[config.mk]
export PLATFORM = sky130hd
export DESIGN_NAME = dac8_serial_host
export DESIGN_NICKNAME = d
export VERILOG_FILES = /design/src/rtl/dac8_host_pkg.sv /design/src/rtl/dac8_phase_timer.sv /design/src/rtl/dac8_bit_shifter.sv /design/src/rtl/dac8_serial_host.sv
export SDC_FILE = /design/constraint.sdc
export NUM_CORES = 1
export LEC_CHECK = 0
export ABC_CLOCK_PERIOD_IN_PS = 4500
export BUFFER_PORTS_ARGS = -buffer_cell sky130_fd_sc_hd__buf_2
export CORE_ASPECT_RATIO = 0.8
export CORE_MARGIN = 10
export CORE_UTILIZATION = 45
export CTS_CLUSTER_DIAMETER = 120
export CTS_CLUSTER_SIZE = 30
export DETAILED_ROUTE_END_ITERATION = 10
export GPL_ROUTABILITY_DRIVEN = 1
export PLACE_DENSITY = 0.63
export SLEW_MARGIN = 0
export SYNTH_ARGS = -nofsm -noshare
export SYNTH_HDL_FRONTEND = slang
export SYNTH_SLANG_ARGS = --single-unit
export TNS_END_PERCENT = 30
[constraint.sdc]
create_clock -name clk -period 4.5 [get_ports clk]
set_clock_uncertainty 0.1 [all_clocks]
set_input_delay 0.45 -clock clk [delete_from_list [all_inputs] [get_ports clk]]
set_output_delay 0.45 -clock clk [all_outputs]
set_load 0.03 [all_outputs]
[src/rtl/dac8_host_pkg.sv]
package dac8_host_pkg;

  typedef enum logic [2:0] {
    ST_IDLE,
    ST_CLK_HI,
    ST_CLK_LO,
    ST_LEAD,
    ST_LATCH,
    ST_GAP,
    ST_REL_HI,
    ST_REL_LO
  } host_state_e;

  localparam logic [1:0] OP_WRITE_NOW  = 2'b00;
  localparam logic [1:0] OP_WRITE_HOLD = 2'b01;

  function automatic int unsigned max2(input int unsigned a, input int unsigned b);
    return (a > b) ? a : b;
  endfunction

endpackage

[src/rtl/dac8_phase_timer.sv]
module dac8_phase_timer #(
  parameter int unsigned CNT_W = 8
) (
  input  logic             clk,
  input  logic             rst,
  input  logic             load,
  input  logic [CNT_W-1:0] load_val,
  output logic             expired
);

  logic [CNT_W-1:0] cnt;

  always_ff @(posedge clk) begin
    if (rst) begin
      cnt <= '0;
    end else if (load) begin
      cnt <= load_val;
    end else if (cnt != '0) begin
      cnt <= cnt - 1'b1;
    end
  end

  assign expired = (cnt == '0);

endmodule

[src/rtl/dac8_bit_shifter.sv]
module dac8_bit_shifter #(
  parameter int unsigned WIDTH = 12
) (
  input  logic             clk,
  input  logic             rst,
  input  logic             load,
  input  logic [WIDTH-1:0] load_word,
  input  logic             shift,
  output logic             msb,
  output logic             last
);

  localparam int unsigned CW = $clog2(WIDTH);

  logic [WIDTH-1:0] sr;
  logic [CW-1:0]    left;

  always_ff @(posedge clk) begin
    if (rst) begin
      sr   <= '0;
      left <= '0;
    end else if (load) begin
      sr   <= load_word;
      left <= CW'(WIDTH - 1);
    end else if (shift) begin
      sr   <= {sr[WIDTH-2:0], 1'b0};
      left <= left - 1'b1;
    end
  end

  assign msb  = sr[WIDTH-1];
  assign last = (left == '0);

endmodule

[src/rtl/dac8_serial_host.sv]
module dac8_serial_host
  import dac8_host_pkg::*;
#(
  parameter int unsigned CHAN_W      = 3,
  parameter int unsigned CODE_W      = 8,
  parameter int unsigned SYS_CLK_MHZ = 250,
  parameter int unsigned HALF_CYC    = 125,
  parameter int unsigned LEAD_CYC    = 13,
  parameter int unsigned LATCH_CYC   = 63,
  parameter int unsigned GAP_CYC     = 13,
  parameter int unsigned PULSE_CYC   = 63
) (
  input  logic              clk,
  input  logic              rst,
  input  logic              cmd_valid,
  output logic              cmd_ready,
  input  logic [CHAN_W-1:0] cmd_chan,
  input  logic              cmd_range,
  input  logic [CODE_W-1:0] cmd_code,
  input  logic [1:0]        cmd_op,
  output logic              dac_sclk,
  output logic              dac_sdi,
  output logic              dac_latch_n,
  output logic              dac_commit_n
);

  localparam int unsigned FRAME_W = CHAN_W + 1 + CODE_W;
  localparam int unsigned T_MAX   = max2(max2(HALF_CYC, LEAD_CYC),
                                         max2(max2(LATCH_CYC, GAP_CYC), PULSE_CYC));
  localparam int unsigned CNT_W   = $clog2(T_MAX + 1);
  localparam logic [CNT_W-1:0] HALF_M1  = CNT_W'(HALF_CYC - 1);
  localparam logic [CNT_W-1:0] LEAD_M1  = CNT_W'(LEAD_CYC - 1);
  localparam logic [CNT_W-1:0] LATCH_M1 = CNT_W'(LATCH_CYC - 1);
  localparam logic [CNT_W-1:0] GAP_M1   = CNT_W'(GAP_CYC - 1);
  localparam logic [CNT_W-1:0] PULSE_M1 = CNT_W'(PULSE_CYC - 1);

  // Elaboration-time checks of the pin timing limits at the given clock rate.
  initial begin
    assert (HALF_CYC >= 1 && LEAD_CYC >= 1 && LATCH_CYC >= 1 && GAP_CYC >= 1 && PULSE_CYC >= 1)
      else $error("every interval needs at least one cycle");
    assert (2 * HALF_CYC >= SYS_CLK_MHZ)
      else $error("serial clock above 1 MHz");
    assert (HALF_CYC * 1000 >= 50 * SYS_CLK_MHZ)
      else $error("data setup or valid window below 50 ns");
    assert ((HALF_CYC + LEAD_CYC) * 1000 >= 50 * SYS_CLK_MHZ)
      else $error("last clock edge to latch below 50 ns");
    assert ((GAP_CYC + HALF_CYC) * 1000 >= 50 * SYS_CLK_MHZ)
      else $error("latch recovery before next clock edge below 50 ns");
    assert (LATCH_CYC * 1000 >= 250 * SYS_CLK_MHZ)
      else $error("latch pulse below 250 ns");
    assert (PULSE_CYC * 1000 >= 250 * SYS_CLK_MHZ)
      else $error("update pulse below 250 ns");
  end

  host_state_e      state, nxt;
  logic             accept;
  logic             tmr_load, tmr_expired;
  logic [CNT_W-1:0] tmr_val;
  logic             sh_load, sh_shift, sh_msb, sh_last;

  assign accept = cmd_valid && cmd_ready;

  dac8_phase_timer #(.CNT_W(CNT_W)) u_timer (
    .clk      (clk),
    .rst      (rst),
    .load     (tmr_load),
    .load_val (tmr_val),
    .expired  (tmr_expired)
  );

  dac8_bit_shifter #(.WIDTH(FRAME_W)) u_shifter (
    .clk       (clk),
    .rst       (rst),
    .load      (sh_load),
    .load_word ({cmd_chan, cmd_range, cmd_code}),
    .shift     (sh_shift),
    .msb       (sh_msb),
    .last      (sh_last)
  );

  always_comb begin
    nxt      = state;
    tmr_load = 1'b0;
    tmr_val  = '0;
    sh_load  = 1'b0;
    sh_shift = 1'b0;
    unique case (state)
      ST_IDLE: if (accept) begin
        tmr_load = 1'b1;
        if (cmd_op[1]) begin
          nxt     = ST_REL_HI;
          tmr_val = PULSE_M1;
        end else begin
          nxt     = ST_CLK_HI;
          tmr_val = HALF_M1;
          sh_load = 1'b1;
        end
      end
      ST_CLK_HI: if (tmr_expired) begin
        nxt      = ST_CLK_LO;
        tmr_load = 1'b1;
        tmr_val  = HALF_M1;
      end
      ST_CLK_LO: if (tmr_expired) begin
        tmr_load = 1'b1;
        if (sh_last) begin
          nxt     = ST_LEAD;
          tmr_val = LEAD_M1;
        end else begin
          nxt      = ST_CLK_HI;
          tmr_val  = HALF_M1;
          sh_shift = 1'b1;
        end
      end
      ST_LEAD: if (tmr_expired) begin
        nxt      = ST_LATCH;
        tmr_load = 1'b1;
        tmr_val  = LATCH_M1;
      end
      ST_LATCH: if (tmr_expired) begin
        nxt      = ST_GAP;
        tmr_load = 1'b1;
        tmr_val  = GAP_M1;
      end
      ST_GAP: if (tmr_expired) nxt = ST_IDLE;
      ST_REL_HI: if (tmr_expired) begin
        nxt      = ST_REL_LO;
        tmr_load = 1'b1;
        tmr_val  = PULSE_M1;
      end
      ST_REL_LO: if (tmr_expired) nxt = ST_IDLE;
      default: nxt = ST_IDLE;
    endcase
  end

  always_ff @(posedge clk) begin
    if (rst) begin
      state        <= ST_IDLE;
      cmd_ready    <= 1'b1;
      dac_sclk     <= 1'b1;
      dac_latch_n  <= 1'b1;
      dac_commit_n <= 1'b0;
    end else begin
      state       <= nxt;
      cmd_ready   <= (nxt == ST_IDLE);
      dac_sclk    <= (nxt != ST_CLK_LO);
      dac_latch_n <= (nxt != ST_LATCH);
      if (accept && (cmd_op[1] || cmd_op == OP_WRITE_HOLD)) begin
        dac_commit_n <= 1'b1;
      end else if (state == ST_REL_HI && tmr_expired) begin
        dac_commit_n <= 1'b0;
      end
    end
  end

  assign dac_sdi = sh_msb;

endmodule

==> metrics.md, run 1 <==
| Metric | Value |
|---|---|
| WHS | `approximately 0.31 ns` |
| Drt total wl | `slightly below 4000 um` |
| Port buffer count | `21` |
| Via count | `approximately 1.5k` |
| Antenna-violating nets left | `0` |
| Lkg Pwr | `0.7771 nW` |
| FILL cells | `approximately 330` |
| Clock Sinks | `30` |
| Maxcap violations | `0` |
| DP Cell Count | `approximately 240` |
| Post-CTS Setup Bufs | `0` |
| Number of diodes | `0` |
| Slew Limit Fails | `0` |
| Post-Syn Area | `roughly 1600 sq um` |
| Setup violators final | `0` |
| Register area share after synthesis | `37.30%` |
| Clock transition at path regs | `~0.07 ns` |
| Min setup slack post-route | `about 2.0 ns` |
| Gate power share | `43.8%` |
| Synth top area cells | `dfxtp_1 37%, mux2i_1 6.8%, a211oi_1 6.1%, nor2_1 3.5%, a31oi_1 3.1%` |
| Asr flop ratio synth | `0%` |
| H-tree Lvls | `2` |
| Grt peak-use layer | `met2` |
| # rows | `19` |
| Setup crit end kind | `flip-flop` |
| Synth Warn # | `0` |
| Routability Congestion | `between 0.8 and 0.9` |
| Clk pwr share | `roughly 20%` |
| Met3 usage | `4.862%` |
| Longest Clk Path Bufs | `2` |
| Tot GR Track Use | `12.42%` |
| Final nets | `roughly 220` |
| Yosys reg bits | `30` |
| Crit path max fanout | `19` |
| Crit-path slowest cell | `or4b_4` |
| Crit-path cells | `inv_1, ha_1, or4b_4, nand4b_4, or3_1, a211oi_2` |
| Worst EP arrival | `around 2.6 ns` |
| Post-synth top cells | `30 x dfxtp_1, 15 x nor2_1, 13 x a211oi_1` |
| Pint | `~670 uW` |
| Fraction of layout cells with a size suffix above 1 | `roughly 17%` |
| Peak supply drop | `roughly 0.0003 V` |
| Drt first pass iters | `4` |
| Mapped Nets | `~200` |
| Clk_lat worst skew | `approximately 0.28 ns` |
| Most common cell in the netlist | `dfxtp_1` |
| Ports | `22` |
| Power density cells | `around 640 nW/um^2` |
| Residual DRC count | `0` |
| Run status | `finished clean` |
| Fin crit share | `between 50% and 60%` |
| WP data required | `between 4 and 5 ns` |
| Type of the worst setup path | `reg -> reg` |
| Setup WS pre-CTS | `a little over 2 ns` |
| Most used flip-flop cell after synthesis | `dfxtp_1` |
| Final instance area | `between 1500 and 2000 sq um` |
| Syn avg cell area | `8.799 sq um` |
| Die ar. | `between 6000 and 7000 sq um` |
| Final non-filler cell total | `between 200 and 250` |
| EDFF count, synth | `0` |
| Buf+Inv Stages, Crit Path | `1` |
| Fmax | `roughly 410 MHz` |
| CTS Hold Bufs | `0` |
| Hold Path Class | `in -> reg` |
| Dpl hpwl | `2667 um` |
| Final hold vios | `0` |
| Core box area | `3447 sq um` |
| Cts repair resizes | `0` |
| Biggest area consumer among synthesized cells | `dfxtp_1` |
| Slowest stage delay, CP | `around 0.52 ns` |
| Die Span Y | `73.51 um` |
| GRT Residual Overflow | `0` |
| CTS tree | `yes` |
| Cell count after synthesis | `approximately 180` |
| Startpoint Class | `flip-flop` |
| Sw frac | `41.54%` |
| Initial antenna violation count | `0` |
| Initial Utilization | `a little under half` |
| Worst Max-Slew Pin Slew | `just under 1 ns` |
| Vias/cell | `6.004` |
| Flop pwr share | `a little over a third` |
| Clk root buf | `clkbuf_8` |
| Synth top area share | `a little under two fifths` |
| Vias in the first global route | `1342` |
| Pin count of the biggest net entering global routing | `29` |
| Rel. slew slack | `between 30% and 40%` |
| RSZ-0062 raised after global routing | `no` |
| First-pass GRT wire length | `6417 um` |
| CTS Buf Count | `5` |
| Wire per inst | `roughly 16 um` |
| Grt met2 use | `approximately 17%` |
| Setup TNS | `0 ns` |
| Crit path max-delay family | `simple AND/OR/NAND/NOR gates` |
| Post-route minimum period | `between 2 and 2.5 ns` |
| Initial DRC count | `97` |
| GR Util met1 | `roughly 17%` |
| Distinct cells, synth | `around 50` |
| DP Area | `1710 sq um` |
| Die width | `86.88 um` |
| Area Overhead vs Synth | `11.89%` |
| Sw Pwr | `477.3 uW` |
[routing by layer]
metal	routed length, um	share of wire, %	up-vias
met5	0	0	-
met1	1888	49	686
met2	1694	44	55
li1	-	-	714
met4	38	0.98	0
met3	251	6.5	4
[cells by family after synthesis]
family / Yosys count / share of synthesized area, %
xor gates and xnor gates: 4 / 2.176
muxes: 11 / 6.838
buffers and inverters: 22 / 6.138
adders and majority gates: 2 / 1.554
AOI/OAI and AO/OA: 49 / 21.52
DFF: 30 / 37.30
and+or+nand+nor: 65 / 24.48
[metrics by stage]
stage / total power, mW / util (%)
detailed placement: 0.9134 / 49.62
global placement: 0.9048 / 49.62
CTS: 1.146 / 52.27
floorplan: 0.8071 / -
finish: 1.149 / 52.27
global route: 1.231 / 52.27
[cell type report]
class | instances | area (sq um) | area share [%]
Clock buffer | 7 | 86.33 | 4.792
Clock inverter | 1 | 5.005 | 0.2778
Inverter | 11 | 41.29 | 2.292
Multi-Input combinational cell | 131 | 910.9 | 50.56
Sequential cell | 30 | 600.6 | 33.33
Tap cell | 42 | 52.55 | 2.917
Timing Repair Buffer | 21 | 105.1 | 5.833
[cell usage in the layout, fill, tap and decap left out, drive strengths merged, types with 2 or more instances in the layout]
| cell | count |
|---|---|
| a2111oi | 2 |
| a211oi | 14 |
| a21oi | 9 |
| a31o | 2 |
| a31oi | 8 |
| and2 | 3 |
| buf | 21 |
| clkbuf | 7 |
| dfxtp | 30 |
| ha | 2 |
| inv | 11 |
| mux2i | 11 |
| nand2 | 7 |
| nand2b | 3 |
| nand3 | 8 |
| nand3b | 2 |
| nand4 | 3 |
| nor2 | 15 |
| nor3 | 4 |
| nor3b | 3 |
| nor4 | 2 |
| nor4bb | 2 |
| o211ai | 2 |
| o21ai | 3 |
| or2 | 2 |
| or3 | 6 |
| xnor2 | 2 |
| xor2 | 2 |
[flip-flops by register name, indices dropped and copies added, names as in the netlist]
signal	cells
cmd_ready	1
dac_commit_n	1
dac_latch_n	1
dac_sclk	1
state	3
u_shifter.left	4
u_shifter.sr	12
u_timer.cnt	7
[power groups by stage]
stage | sequential, mW | combinational, mW | clock [mW]
CTS | 0.418 | 0.496 | 0.232
global placement | 0.420 | 0.485 | 0
finish | 0.420 | 0.503 | 0.226
global route | 0.430 | 0.558 | 0.243
detailed placement | 0.422 | 0.491 | 0
floorplan | 0.415 | 0.392 | 0
[worst paths after layout]
kind	start	end	slack [ns]	cells past startpoint
worst max-delay path	u_timer.cnt[0]	u_shifter.left[2]	2.04	6
worst min-delay path	cmd_code[0]	u_shifter.sr[0]	0.31	3
worst max register to register	u_timer.cnt[0]	u_shifter.left[2]	2.04	6
worst min register to register	dac_commit_n	dac_commit_n	0.39	2
[worst reg2reg max path: stages, from the launching register on]
cell and delay [ns]:
dfxtp_1 0.34, inv_1 0.09, ha_1 0.24, or4b_4 0.52, nand4b_4 0.43, or3_1 0.46
a211oi_2 0.21
(Power assumes the default switching activity.)
==> run 2, diff against run 1 <==
--- a/config.mk
+++ b/config.mk
@@ -5,7 +5,7 @@
 export SDC_FILE = /design/constraint.sdc
 export NUM_CORES = 1
 export LEC_CHECK = 0
-export ABC_CLOCK_PERIOD_IN_PS = 4500
+export ABC_CLOCK_PERIOD_IN_PS = 2400
 export BUFFER_PORTS_ARGS = -buffer_cell sky130_fd_sc_hd__buf_2
 export CORE_ASPECT_RATIO = 0.8
 export CORE_MARGIN = 10
==> constraint.sdc (replaced) <==
create_clock -name clk -period 2.4 [get_ports clk]
set_clock_uncertainty 0.1 [all_clocks]
set_input_delay 0.24 -clock clk [delete_from_list [all_inputs] [get_ports clk]]
set_output_delay 0.24 -clock clk [all_outputs]
set_load 0.03 [all_outputs]
==> run 2 against run 1 <==
  * Routed wire length shrank 6.4%
  * Utilization grew 0.87 points
  * Fmax grew 10%
  * Clock power grew 81%
  * Flip-flop and latch count is the same
  * Critical endpoint is now dac_sclk
==> metrics.md, run 2 (synthesized netlist as in run 1, its figures left out) <==
| Metric | Value |
|---|---|
| Pin count of the biggest net entering global routing | `29` |
| Fin crit share | `92.86%` |
| Worst Max-Slew Pin Slew | `0.5472 ns` |
| Drt total wl | `roughly 3600 um` |
| Hold Path Stages | `3` |
| RSZ-0062 raised after global routing | `no` |
| Worst EP arrival | `roughly 2.3 ns` |
| Maxcap violations | `0` |
| Initial antenna violation count | `0` |
| H-tree Lvls | `2` |
| CTS Hold Bufs | `0` |
| Hold path start | `cmd_code[0]` |
| Fraction of layout cells with a size suffix above 1 | `between 10% and 20%` |
| Clk_lat worst skew | `roughly 0.27 ns` |
| Core box area | `around 3400 sq um` |
| Run status | `finished clean` |
| Peak supply drop | `about 0.00063 V` |
| Max FFs per register | `12` |
| Vias in the first global route | `1369` |
| Reg2reg setup slack | `0.17 ns` |
| Post-CTS Setup Bufs | `0` |
| Final hold vios | `0` |
| Setup TNS | `0 ns` |
| Setup violators final | `0` |
| Ports | `22` |
| Type of the worst setup path | `reg -> reg` |
| Final Util | `a little over half` |
| Initial DRC count | `between 70 and 80` |
| Tot GR Track Use | `11.70%` |
| Die Span Y | `73.51 um` |
| Power density cells | `1179 nW/um^2` |
| FILL cells | `330` |
| Slew Limit Fails | `0` |
| Rel. slew slack | `63.02%` |
| Die ar. | `6386 sq um` |
| WP data required | `2.47 ns` |
| Wire per inst | `around 15 um` |
| Clock transition at path regs | `around 0.06 ns` |
| Clock Sinks | `30` |
| WHS | `about 0.12 ns` |
| Final non-filler cell total | `approximately 250` |
| Number of diodes | `0` |
| GRT Residual Overflow | `0` |
| Crit-path cells | `inv_1, ha_1, nor3b_2, a21oi_1, a2111oi_0, a21bo_2` |
| Crit path max fanout | `7` |
| Post-route minimum period | `around 2.2 ns` |
| Antenna-violating nets left | `0` |
| Startpoint Class | `flip-flop` |
| Lkg Pwr | `around 0.8 nW` |
| Commonest non-fill, non-tap cell in the layout | `dfxtp_1` |
| Hold Path Class | `in -> reg` |
| Area Overhead vs Synth | `13.75%` |
| Setup crit end kind | `flip-flop` |
| Via count | `around 1.5k` |
| First-pass GRT wire length | `about 6100 um` |
| Worst Reg-to-Reg Cells | `6` |
| Most frequent cells in the layout | `30 x dfxtp_1, 21 x buf_2, 15 x nor2_1, 13 x a211oi_1` |
| Cts repair resizes | `0` |
| Initial Utilization | `between 40% and 50%` |
| CTS Buf Count | `5` |
| Reg-to-reg startpoint | `u_timer.cnt[0]` |
| Dpl hpwl | `about 2700 um` |
| Vias/cell | `about 6` |
| Port buffer count | `21` |
| Largest regs | `u_shifter.sr x12, u_timer.cnt x7, u_shifter.left x4` |
| CTS tree | `yes` |
| R2R Path End | `dac_sclk` |
| Final nets | `approximately 220` |
| Largest Register | `u_shifter.sr` |
| Fmax | `448.7 MHz` |
| Slowest stage delay, CP | `about 0.45 ns` |
| Drt first pass iters | `4` |
| Worst Hold End | `u_shifter.sr[0]` |
| Crit-path slowest cell | `nor3b_2` |
| Clk root buf | `clkbuf_8` |
| Pwr Total | `roughly 2.2 mW` |
| DP Cell Count | `roughly 240` |
| Routability Congestion | `approximately 0.91` |
| # rows | `19` |
| Die width | `roughly 87 um` |
| Residual DRC count | `0` |
| Longest Clk Path Bufs | `2` |
run 2: cell types whose count changed in the layout (fill, tap and decap cells not counted):
cell / change
buf_4: +4
run 2: stage by stage:
stage	setup slack [ns]	area, sq um
finish	0.1714	1832
global route	0.001921	1832
CTS	0.1761	1832
detailed placement	0.1887	1740
global placement	0.2752	1740
floorplan	0.3141	1610
run 2: how the worst max path moves through the flow:
stage	startpoint	end	slack, ns	depth (start not counted)
2_1_floorplan	u_timer.cnt[0]	u_shifter.left[2]	0.31	7
5_1_grt	u_timer.cnt[0]	dac_sclk	0.002	6
3_3_place_gp	u_timer.cnt[0]	dac_sclk	0.28	6
4_1_cts	u_timer.cnt[0]	dac_sclk	0.18	6
3_5_place_dp	u_timer.cnt[0]	dac_sclk	0.19	6
6_report	u_timer.cnt[0]	dac_sclk	0.17	6
run 2: critical path: cells and delay by family, from the launching register on:
family,cells,cell delay [ns]
compound gates,3,0.90
simple gates,1,0.45
flops,1,0.33
fa+ha+maj,1,0.24
buf+inv,1,0.10
run 2: cell type report:
class | count | area, sq um | share of cell area (%)
flip-flops and latches | 30 | 600.6 | 32.79
clock inverters | 1 | 5.005 | 0.2732
inverters | 11 | 41.29 | 2.254
clock buffers | 7 | 86.33 | 4.713
repair buffers | 25 | 135.1 | 7.377
multi-input cells | 131 | 910.9 | 49.73
well taps | 42 | 52.55 | 2.869
run 2: where the power goes:
group	internal (mW)	switching [mW]	leakage (nW)	total, mW
clock	0.231	0.178	0.0482	0.409
sequential	0.633	0.133	0.247	0.766
combinational	0.419	0.566	0.501	0.985
total	1.28	0.877	0.796	2.16
run 2: metal layers:
metal / wire, um / global-route usage, % / share of wire (%) / vias up
met5: 0 / 0 / 0 / -
met4: 13 / 4.668 / 0.36 / 0
met3: 316 / 4.420 / 8.7 / 4
met2: 1503 / 16.08 / 41 / 68
met1: 1792 / 15.89 / 49 / 659
li1: - / - / - / 727
==> run 3, diff against run 2 <==
--- a/config.mk
+++ b/config.mk
@@ -7,14 +7,16 @@
 export LEC_CHECK = 0
 export ABC_CLOCK_PERIOD_IN_PS = 2400
 export BUFFER_PORTS_ARGS = -buffer_cell sky130_fd_sc_hd__buf_2
-export CORE_ASPECT_RATIO = 0.8
+export CELL_PAD_IN_SITES_DETAIL_PLACEMENT = 1
+export CELL_PAD_IN_SITES_GLOBAL_PLACEMENT = 1
+export CORE_ASPECT_RATIO = 0.6
 export CORE_MARGIN = 10
-export CORE_UTILIZATION = 45
+export CORE_UTILIZATION = 42
 export CTS_CLUSTER_DIAMETER = 120
 export CTS_CLUSTER_SIZE = 30
 export DETAILED_ROUTE_END_ITERATION = 10
 export GPL_ROUTABILITY_DRIVEN = 1
-export PLACE_DENSITY = 0.63
+export PLACE_DENSITY = 0.75
 export SLEW_MARGIN = 0
 export SYNTH_ARGS = -nofsm -noshare
 export SYNTH_HDL_FRONTEND = slang
==> run 3 against run 2 <==
  * Worst setup slack got worse by 0.033 ns
  * Cell area rose by 2.3%
  * Critical path depth did not move
  * Utilization fell by 2.2 points
  * Global-route usage rose by 1.3 points
  * Power rose by 3.5%
  * Clock-buffer cell count did not move
  * Die area rose by 6.3%
  * Flip-flop and latch count did not move
  * Critical endpoint is now u_shifter.left[2]
  * Largest cell class unchanged
  * Highest routed layer unchanged
==> metrics.md, run 3 (synthesized netlist as in run 1, its figures left out) <==
| Metric | Value |
|---|---|
| Run status | `finished clean` |
| Slowest stage delay, CP | `0.52 ns` |
| Grt peak-use layer | `met1` |
| Clk_lat worst skew | `0.28 ns` |
| H-tree Lvls | `2` |
| Met3 usage | `between 4 and 5%` |
| Commonest non-fill, non-tap cell in the layout | `dfxtp_1` |
| Startpoint Class | `flip-flop` |
| Clock transition at path regs | `around 0.07 ns` |
| Die Span Y | `around 68 um` |
| Number of diodes | `0` |
| GR Util met1 | `between 10% and 20%` |
| Max FFs per register | `12` |
| Crit-path slowest cell | `or4b_4` |
| Worst Hold End | `u_shifter.sr[0]` |
| Final nets | `about 230` |
| DP Area | `1759 sq um` |
| Reg-to-reg startpoint | `u_timer.cnt[0]` |
| Clk root buf | `clkbuf_8` |
| Residual DRC count | `0` |
| Crit-path cells | `inv_1, ha_1, or4b_4, nand4b_4, or3_1, a211oi_2` |
| Dpl hpwl | `3315 um` |
| Setup TNS | `0 ns` |
| Most frequent cells in the layout | `30 x dfxtp_1, 21 x buf_2, 15 x nor2_1, 13 x a211oi_1` |
| Worst Reg-to-Reg Cells | `6` |
| Slew Limit Fails | `0` |
| Hold path start | `cmd_code[0]` |
| Hold Path Stages | `3` |
| Cts repair resizes | `0` |
| Post-CTS Setup Bufs | `0` |
| Pin count of the biggest net entering global routing | `29` |
| Vias in the first global route | `1435` |
| Area Overhead vs Synth | `16.32%` |
| Clock Sinks | `30` |
| Power density cells | `between 1000 and 1500 nW/um^2` |
| GRT Residual Overflow | `0` |
| CTS tree | `yes` |
| Tot GR Track Use | `approximately an eighth` |
| WP data required | `~2.5 ns` |
| Final Util | `around 51%` |
| RSZ-0062 raised after global routing | `no` |
| Reg2reg setup slack | `~0.14 ns` |
| Crit path max fanout | `10` |
| Initial DRC count | `81` |
| Buf+Inv Stages, Crit Path | `1` |
| Rel. slew slack | `a little under three fifths` |
| Drt first pass iters | `4` |
| Largest regs | `u_shifter.sr x12, u_timer.cnt x7, u_shifter.left x4` |
| Fin crit share | `between 90 and 100%` |
| Core box area | `roughly 3700 sq um` |
| Via count | `~1.5k` |
| Port buffer count | `21` |
| Hold Path Class | `in -> reg` |
| Peak supply drop | `approximately 0.00056 V` |
| Die ar. | `between 6000 and 7000 sq um` |
| Largest Register | `u_shifter.sr` |
| Fraction of layout cells with a size suffix above 1 | `20.19%` |
| Initial Utilization | `approximately 44%` |
| Die width | `99.94 um` |
| Routability Congestion | `roughly 0.84` |
| Worst EP arrival | `2.36 ns` |
| Antenna-violating nets left | `0` |
| Lkg Pwr | `0.8151 nW` |
| Ports | `22` |
| R2R Path End | `u_shifter.left[2]` |
| CTS Hold Bufs | `0` |
| Worst Max-Slew Pin Slew | `0.6635 ns` |
| Drt total wl | `around 4500 um` |
| Setup violators final | `0` |
| # rows | `17` |
| Longest Clk Path Bufs | `2` |
| CTS Buf Count | `5` |
| Final instance area | `1873 sq um` |
| Vias/cell | `about 5.7` |
| Grt met2 use | `about 18%` |
| Initial antenna violation count | `0` |
| WHS | `around 0.12 ns` |
| Wire per inst | `between 15 and 20 um` |
| First-pass GRT wire length | `7120 um` |
| FILL cells | `between 400 and 500` |
| Type of the worst setup path | `reg -> reg` |
| Post-route minimum period | `2.262 ns` |
| Maxcap violations | `0` |
| Final hold vios | `0` |
| Crit path max-delay family | `simple AND/OR/NAND/NOR gates` |
| Setup crit end kind | `flip-flop` |
| Fmax | `approximately 440 MHz` |
## run 3: cell count changes in the layout (fill, tap and decap cells not counted), sizes merged
cell  change
buf       +3
## run 3: worst max path at each step
| stage | startpoint | to | slack [ns] | depth (start not counted) |
|---|---|---|---|---|
| floorplan | u_timer.cnt[0] | u_shifter.left[2] | 0.31 | 7 |
| global route | u_timer.cnt[0] | u_shifter.left[2] | 0.005 | 6 |
| finish | u_timer.cnt[0] | u_shifter.left[2] | 0.14 | 6 |
| CTS | u_timer.cnt[0] | u_shifter.left[2] | 0.08 | 6 |
| detailed placement | u_timer.cnt[0] | u_shifter.sr[4] | 0.11 | 7 |
| global placement | u_timer.cnt[0] | u_shifter.left[2] | 0.22 | 6 |
## run 3: final cells by class
| class | count | area, sq um | area share, % |
|---|---|---|---|
| Multi-Input combinational cell | 131 | 910.9 | 48.63 |
| Sequential cell | 30 | 600.6 | 32.06 |
| Clock buffer | 7 | 86.33 | 4.609 |
| Tap cell | 47 | 58.81 | 3.140 |
| Timing Repair Buffer | 28 | 170.2 | 9.085 |
| Inverter | 11 | 41.29 | 2.204 |
| Clock inverter | 1 | 5.005 | 0.2672 |
## run 3: per-stage QoR
stage                     setup WS [ns]  cells  total power, mW
final                            0.1379    255            2.236
after global routing           0.004572    255            2.392
after floorplan                  0.3141    183            1.513
after detailed placement         0.1126    244            1.799
after CTS                       0.07756    252            2.233
after global placement           0.2190    244            1.746
## run 3: worst reg2reg max path, cell delays in order, from the launching register on
cell      delay (ns)
dfxtp_1         0.33
inv_1           0.10
ha_1            0.25
or4b_4          0.52
nand4b_4        0.29
or3_1           0.38
a211oi_2        0.21
## run 3: report_power, final
group          total (mW)  internal, mW  switching, mW
logic                1.03         0.424          0.607
registers           0.780         0.633          0.148
clock network       0.425         0.231          0.194
## run 3: metal layers
layer,routed length (um),part of all wire (%)
met4,27,0.61
met1,2372,53
met5,0,0
met3,249,5.6
met2,1811,41
